==> config.mk <==
export PLATFORM = sky130hd
export DESIGN_NAME = xbus_sequencer
export DESIGN_NICKNAME = d
export VERILOG_FILES = /design/src/rtl/xbus_sequencer.sv
export SDC_FILE = /design/constraint.sdc
export NUM_CORES = 1
export LEC_CHECK = 0
export BUFFER_PORTS_ARGS = -buffer_cell sky130_fd_sc_hd__buf_2
export CAP_MARGIN = 20
export CORE_MARGIN = 4
export CORE_UTILIZATION = 52
export CTS_CLUSTER_SIZE = 16
export DETAILED_ROUTE_END_ITERATION = 8
export HOLD_SLACK_MARGIN = 0.12
export PLACE_DENSITY = 0.85
export RECOVER_POWER = 50
export SYNTH_ARGS = -nofsm -noshare
export SYNTH_HDL_FRONTEND = slang
export SYNTH_SLANG_ARGS = --single-unit
==> constraint.sdc <==
create_clock -name clk -period 2.83 [get_ports clk]
set_input_delay 0.283 -clock clk [delete_from_list [all_inputs] [get_ports clk]]
set_output_delay 0.283 -clock clk [all_outputs]
set_load 0.01 [all_outputs]
==> src/rtl/xbus_sequencer.sv <==
module xbus_sequencer #(
  parameter int CYC_CLKS     = 12,
  parameter int RST_MC       = 2,
  parameter int INT_CODE_TOP = 16384
) (
  input  logic        clk,
  input  logic        rst,
  input  logic        boot_int,
  input  logic        req_valid,
  output logic        req_ready,
  input  logic        req_data,
  input  logic        req_write,
  input  logic        req_ptr,
  input  logic [15:0] req_pc,
  input  logic [15:0] req_addr,
  input  logic [7:0]  req_wdata,
  input  logic [7:0]  hi_page,
  input  logic [7:0]  bus_lo_i,
  output logic        addr_latch,
  output logic        code_rd_n,
  output logic        data_rd_n,
  output logic        data_wr_n,
  output logic [7:0]  bus_lo_o,
  output logic        bus_lo_oe,
  output logic [7:0]  bus_hi,
  output logic [7:0]  rdata,
  output logic        rdata_vld
);
  localparam int HALF     = CYC_CLKS / 2;
  localparam int SW       = $clog2(CYC_CLKS);
  localparam int RST_CLKS = RST_MC * CYC_CLKS;
  localparam int RW       = $clog2(RST_CLKS + 1);
  localparam logic [16:0] CODE_LIM = 17'(INT_CODE_TOP);
  localparam logic [SW-1:0] LAST = SW'(CYC_CLKS - 1);
  localparam logic [SW-1:0] AL_A = SW'(1);
  localparam logic [SW-1:0] AL_B = SW'(2);
  localparam logic [SW-1:0] STB0 = SW'(3);
  localparam logic [SW-1:0] HEND = SW'(HALF - 1);

  typedef enum logic [1:0] {OP_IDLE, OP_FETCH, OP_D1, OP_D2} op_t;

  logic [RW-1:0] rcnt;
  logic          irst;
  logic [SW-1:0] slot, off;
  op_t           op;
  logic          int_ok, wr, ptr, second;
  logic [15:0]   pc, addr, fa;
  logic [7:0]    wdata;
  logic          fetch_half, daddr_half, strobe_half, ext_fetch, addr_phase, accept;

  always_ff @(posedge clk) begin
    if (!rst) rcnt <= '0;
    else if (rcnt != RW'(RST_CLKS)) rcnt <= rcnt + 1'b1;
  end
  assign irst = (rcnt == RW'(RST_CLKS));

  assign req_ready = !irst && slot == LAST && op != OP_D1;
  assign accept    = req_ready && req_valid;

  always_ff @(posedge clk) begin
    if (irst) begin
      slot   <= '0;
      op     <= OP_IDLE;
      int_ok <= boot_int;
      pc     <= '0;
      addr   <= '0;
      wdata  <= '0;
      wr     <= 1'b0;
      ptr    <= 1'b0;
    end else begin
      slot <= (slot == LAST) ? '0 : slot + 1'b1;
      if (slot == LAST) begin
        if (op == OP_D1) op <= OP_D2;
        else if (accept) begin
          op    <= req_data ? OP_D1 : OP_FETCH;
          pc    <= req_pc;
          addr  <= req_addr;
          wdata <= req_wdata;
          wr    <= req_write;
          ptr   <= req_ptr;
        end else op <= OP_IDLE;
      end
    end
  end

  assign second      = slot >= SW'(HALF);
  assign off         = second ? slot - SW'(HALF) : slot;
  assign fa          = second ? pc + 16'd1 : pc;
  assign fetch_half  = op == OP_FETCH || (op == OP_D1 && !second) || (op == OP_D2 && second);
  assign daddr_half  = op == OP_D1 && second;
  assign strobe_half = op == OP_D2 && !second;
  assign ext_fetch   = !(int_ok && {1'b0, fa} < CODE_LIM);
  assign addr_phase  = (fetch_half || daddr_half) && off <= AL_B;

  assign addr_latch = (off == AL_A || off == AL_B) && !strobe_half;
  assign code_rd_n  = !(fetch_half && ext_fetch && off >= STB0);
  assign data_rd_n  = !(strobe_half && !wr);
  assign data_wr_n  = !(strobe_half && wr);
  assign bus_lo_oe  = addr_phase || (wr && (strobe_half || daddr_half));
  assign bus_lo_o   = !addr_phase ? wdata : fetch_half ? fa[7:0] : addr[7:0];
  assign bus_hi     = fetch_half ? fa[15:8] :
                      ((daddr_half || strobe_half) && ptr) ? addr[15:8] : hi_page;

  always_ff @(posedge clk) begin
    if (irst) begin
      rdata     <= '0;
      rdata_vld <= 1'b0;
    end else begin
      rdata_vld <= (!code_rd_n || !data_rd_n) && off == HEND;
      if ((!code_rd_n || !data_rd_n) && off == HEND) rdata <= bus_lo_i;
    end
  end
endmodule

== Word-level counts from Yosys, hierarchy flattened ==
Index checks and enable logic that the tools add are counted.

* Bitwise logic cells: 1
* Magnitude comparators: 4
* Reductions and logical operators: 34
* Add/sub/neg operators: 4
* Multiplexer cells: 9
* Eq/ne operators: 10

{| class="wikitable"
|+ Operator list
! operator !! count
|-
| $mux 8 || 4
|-
| $logic_and 1x1->1 || 17
|-
| $add 16x1->16 const B || 1
|-
| $lt 16x15->1 const B || 1
|-
| $mux 16 || 1
|-
| $logic_not 1->1 || 8
|-
| $logic_or 1x1->1 || 7
|-
| $mux 2 || 3
|-
| $add 5x1->5 const B || 1
|-
| $eq 5x5->1 const B || 1
|-
| $ne 5x5->1 const B || 1
|-
| $add 4x1->4 const B || 1
|-
| $eq 2x2->1 const B || 2
|-
| $eq 4x1->1 const B || 1
|-
| $eq 4x2->1 const B || 1
|-
| $eq 4x3->1 const B || 1
|-
| $eq 4x4->1 const B || 1
|-
| $ge 4x2->1 const B || 1
|-
| $ge 4x3->1 const B || 1
|-
| $le 4x2->1 const B || 1
|-
| $mux 4 || 1
|-
| $sub 4x3->4 const B || 1
|-
| $reduce_and 3->1 || 1
|-
| $eq 2x1->1 const B || 1
|-
| other kinds (3) || 3
|}

* Bits in registers: 63
* Output and inout port bits: 31

== Logic depth before layout (Yosys ltp) ==
* Word-level depth: 9
* Depth in mapped cells: 10
* Gate-level depth less buffers: 8

== Worst setup path after synthesis ==
OpenSTA, ideal clock, no wires.

* Path kind: reg2out
* From: register slot[1]
* To: output bus_lo_o[4]
* Buffers on the path: 3
* Stages on the path, launching flop included: 10
* Arrival: 2.139 ns
* Setup slack: 0.408 ns
* Data required time: 2.547 ns
* Cell sequence: dfxtp_1 > ha_1 > nand2b_1 > buf_2 > and2_2 > and3_1 > or2_0 > clkbuf_1 > buf_2 > o21ai_0

* Word-level cells in the longest chain between the ends: 8
* Elaborated cells between the ends (all ways): 15
* Those cells by class: add/sub (1); order compare (2); mux (4); reduce/logical (8)

{| class="wikitable"
|+ RTL lines
! element !! line !! text
|-
| start, declared || 44 || <nowiki>logic [SW-1:0] slot, off;</nowiki>
|-
| start signal, assigned || 71 || <nowiki>slot <= (slot == LAST) ? '0 : slot + 1'b1;</nowiki>
|-
| branches (longest 7 deep; another with $sub 4x3->4) || -- ||
|-
| $mux 8 * || 100 || <nowiki>assign bus_lo_o = !addr_phase ? wdata : fetch_half ? fa[7:0] : addr[7:0];</nowiki>
|-
| end, declared || 23 || <nowiki>output logic [7:0] bus_lo_o,</nowiki>
|}

Mark *: on every way between the ends.

== Worst setup path after layout ==
* From: register slot[2]
* To: output bus_lo_o[1]

The elaborated chain is that of the path after synthesis.

==> metrics.md <==
| Metric | Value |
|---|---|
| Result of the run | finished, final reports clean |
| Maximum number of pins on one net before global-route repair | 49 |
| Portion of the post-synthesis area used by sequential elements | 0.392 |
| Netlist area before placement | 0.00324 sq mm |
| Final setup violating endpoints | 0 |
| Post-DR vias/cell | 5.39 |
| Fmax | 372 MHz |
| Die Span Y | 86.9 microns |
| Final Cycle Share | 0.950 |
| Leakage dissipation | 1.87 nW |
| Flip-flop cell with the highest count after synthesis | sky130_fd_sc_hd__dfxtp_1 |
| Maximum root-to-sink buffer count | 2 |
| RSZ-0062 raised after global routing | false |
| Drt pass-1 iters | 5 |
| Standard cell core area | 0.00599 sq mm |
| Path type of the worst setup path | register to output pin |
| Most common cell after layout, fill and taps aside | sky130_fd_sc_hd__nand2_1 |
| Hold Violations, Final | 0 |
| Fin. max-slew vios | 0 |
| Total gr overflow | 0 |
| Total detailed-routing wirelength | 8.56 mm |
| Post-placement setup slack | 0.0912 ns |
| Detailed-route wire length per cell | 14.4 microns |
| Die ar. | 0.00756 sq mm |
| Number of enable flip-flop cells after synthesis | 1 |
| Crit path max-delay family | simple AND/OR/NAND/NOR gates |
| Clock-pin slew of the registers on the worst-case setup and hold paths | 0.07 ns |
| Count of standard-cell rows | 28 |
| Initial antenna violation count | 0 |
| Worst Setup Start Kind | register |
| IO Pins | 94 |
| Number of sinks handled by clock tree synthesis | 63 |
| Cell count after synthesis | 421 |
| Worst Clk Skew | 0.00903 ns |
| Most used cells in the layout excluding fill and tap cells | sky130_fd_sc_hd__nand2_1, sky130_fd_sc_hd__buf_2, sky130_fd_sc_hd__dfxtp_1 |
| CTS Root Cell | sky130_fd_sc_hd__clkbuf_8 |
| Tightest Pin Transition | 0.955 ns |
| Number of vias in the routed layout | 3199 |
| Arrival @ worst endpoint | 2.41 ns |
| Required time worst endpoint | 2.55 ns |
| Classification of the worst-slack hold path | input port to register |
| Largest voltage drop on the vdd net | 446 uV |
| Share of flip-flops with an asynchronous set or reset after synthesis | 0 |
| Cell breakdown of the critical path | ha_4 > nand2b_1 > buf_4 > and2_2 > and3_1 > or2_0 > buf_4 > o21ai_1 > buf_2 |
| Flip-flop and latch count after synthesis | 63 |
| Number of nets with antenna violations after routing | 0 |
| Chip Width | 86.9 microns |
| Post-route setup TNS | 0 ns |
| Maximum net fanout on the critical path | 14 |
| Global-route wire length before repair | 13.6 mm |
| CTS tree | done |
| TritonCTS Buffers | 9 |
| Number of buffer and inverter instances along the worst setup path | 3 |
| All-layer global routing usage | 0.230 |
| H-tree depth | 3 |
| # diodes | 0 |
| Number of DRC violations after detailed routing | 0 |
| DPL Wire Length | 6.19 mm |
| Net count after synthesis | 489 |
| Cell with the most instances on the worst path | sky130_fd_sc_hd__buf_4 |
| Critical Path Slowest Stage Cell | sky130_fd_sc_hd__dfxtp_4 |
| Layout net count | 582 |
| DRC marker count from the first detailed-route iteration | 243 |
| Slew Limit Headroom | 0.363 |
| Fraction of final layout cells with drive strength greater than 1 | 0.247 |
| Power density of the placed cells | 599 mW/mm^2 |
| Type of destination of the critical path | output pin |
| Largest stage delay on the critical path | 0.39 ns |
| Yosys warning count | 0 |
| Number of global-route vias before repair | 3036 |
| Effective utilization at floorplan | 0.541 |
| Worst Slack Setup Final | 0.141 ns |
| Area growth from synthesis to layout | 25.1% |
| Average footprint of a synthesized cell | 7.69 sq um |
| Skew-Pair Late Insertion Delay | 0.35 ns |
| Placer Congestion | 0.861 |
| Maximum Capacitance Violations | 0 |
| Number of distinct library cells after synthesis | 44 |
| Shortest clock period the worst path allows after layout | 2.69 ns |
| Count of port buffers added during placement | 93 |
## synth_stat cells, types with 2 or more instances
master,n,share of area
sky130_fd_sc_hd__nand2_1,130,0.15
sky130_fd_sc_hd__nand4_1,2,0.0039
sky130_fd_sc_hd__nor2_1,16,0.019
sky130_fd_sc_hd__a21boi_0,2,0.0046
sky130_fd_sc_hd__and2_1,3,0.0058
sky130_fd_sc_hd__a211oi_1,5,0.012
sky130_fd_sc_hd__nand2b_1,5,0.0097
sky130_fd_sc_hd__nor3_1,4,0.0062
sky130_fd_sc_hd__inv_1,11,0.013
sky130_fd_sc_hd__buf_2,9,0.014
sky130_fd_sc_hd__clkbuf_1,16,0.019
sky130_fd_sc_hd__a21oi_1,54,0.083
sky130_fd_sc_hd__xnor2_1,15,0.041
sky130_fd_sc_hd__and3_1,6,0.012
sky130_fd_sc_hd__o21ai_0,12,0.019
sky130_fd_sc_hd__dfxtp_1,62,0.38
sky130_fd_sc_hd__mux2i_1,23,0.071
sky130_fd_sc_hd__nand3_1,8,0.012
sky130_fd_sc_hd__xor2_1,6,0.016
sky130_fd_sc_hd__nor3b_1,2,0.0046
sky130_fd_sc_hd__ha_1,5,0.019
sky130_fd_sc_hd__nor2b_1,3,0.0058
## worst paths after layout
path / from / end / slack (ns) / cells after the start
hold / removal: req_wdata[2] / wdata[2]$_SDFFE_PP0P_ / 0.17 / 3
setup / recovery: slot[2]$_SDFF_PP0_ / bus_lo_o[1] / 0.14 / 9
setup reg to reg: slot[1]$_SDFF_PP0_ / addr[6]$_SDFFE_PP0P_ / 0.37 / 8
hold reg to reg: addr[13]$_SDFFE_PP0P_ / addr[13]$_SDFFE_PP0P_ / 0.46 / 2
## layer usage
metal,global-route usage,vias to the layer above,wire [microns]
met5,0,-,0
met4,0.110,0,236
met3,0.0520,23,460
met2,0.375,101,4150
met1,0.287,1480,3720
li1,-,1595,-
## worst reg2reg max path: stages (launching register included)
cell and delay [ns]:
sky130_fd_sc_hd__dfxtp_4 0.38, sky130_fd_sc_hd__buf_4 0.15, sky130_fd_sc_hd__ha_1 0.20, sky130_fd_sc_hd__nand3_1 0.18, sky130_fd_sc_hd__nor3_1 0.32, sky130_fd_sc_hd__and2_0 0.18, sky130_fd_sc_hd__clkbuf_2 0.59, sky130_fd_sc_hd__nand2_1 0.19
sky130_fd_sc_hd__a21oi_1 0.18
## where the power goes
group          switching (mW)  internal (mW)
registers              0.0969           1.01
clock network           0.350          0.426
logic                   0.290          0.256
## timing repair
action	4_1_cts	5_1_grt
gates cloned	0	1
endpoints found under the hold margin	1	0
gates resized for setup	5	9
setup buffers	0	1
hold buffers	1	0
pin swaps	0	1
endpoints found under the setup margin	16	16
## final cells by class
type	instances	area [sq um]
inverters	11	41.3
clock buffers	10	138
well taps	75	93.8
fillers	509	1940
multi-input cells	322	1890
clock inverters	6	58.8
repair buffers	107	556
flip-flops and latches	63	1280
## through the flow
step | hold WS, ns | cell area [sq um] | utilization | std cells | power, mW
2_1_floorplan | 0.382 | 3240 | - | 421 | 1.43
3_3_place_gp | 0.442 | 3780 | 0.631 | 575 | 1.62
3_5_place_dp | 0.448 | 3780 | 0.631 | 575 | 1.65
4_1_cts | 0.156 | 4010 | 0.669 | 592 | 2.42
5_1_grt | 0.162 | 4050 | 0.676 | 594 | 2.55
6_report | 0.168 | 4050 | 0.676 | 594 | 2.43
## cells by family after synthesis
logic type / count (synthesis) / synth area share
AO/OA/AOI/OAI: 85 / 0.154
XOR/XNOR: 21 / 0.0568
adder cells (fa/ha/maj): 5 / 0.0193
buffers and inverters: 37 / 0.0487
flip-flops: 63 / 0.392
multiplexers: 24 / 0.0745
AND/OR/NAND/NOR: 186 / 0.255
## flip-flops by register name, summed over array words and instances, names as in the netlist, 2 cells and up
name   count
rdata      8
rcnt       5
slot       4
wdata      8
op         2
addr      16
pc        16
Power figures use the tool's default switching activity.
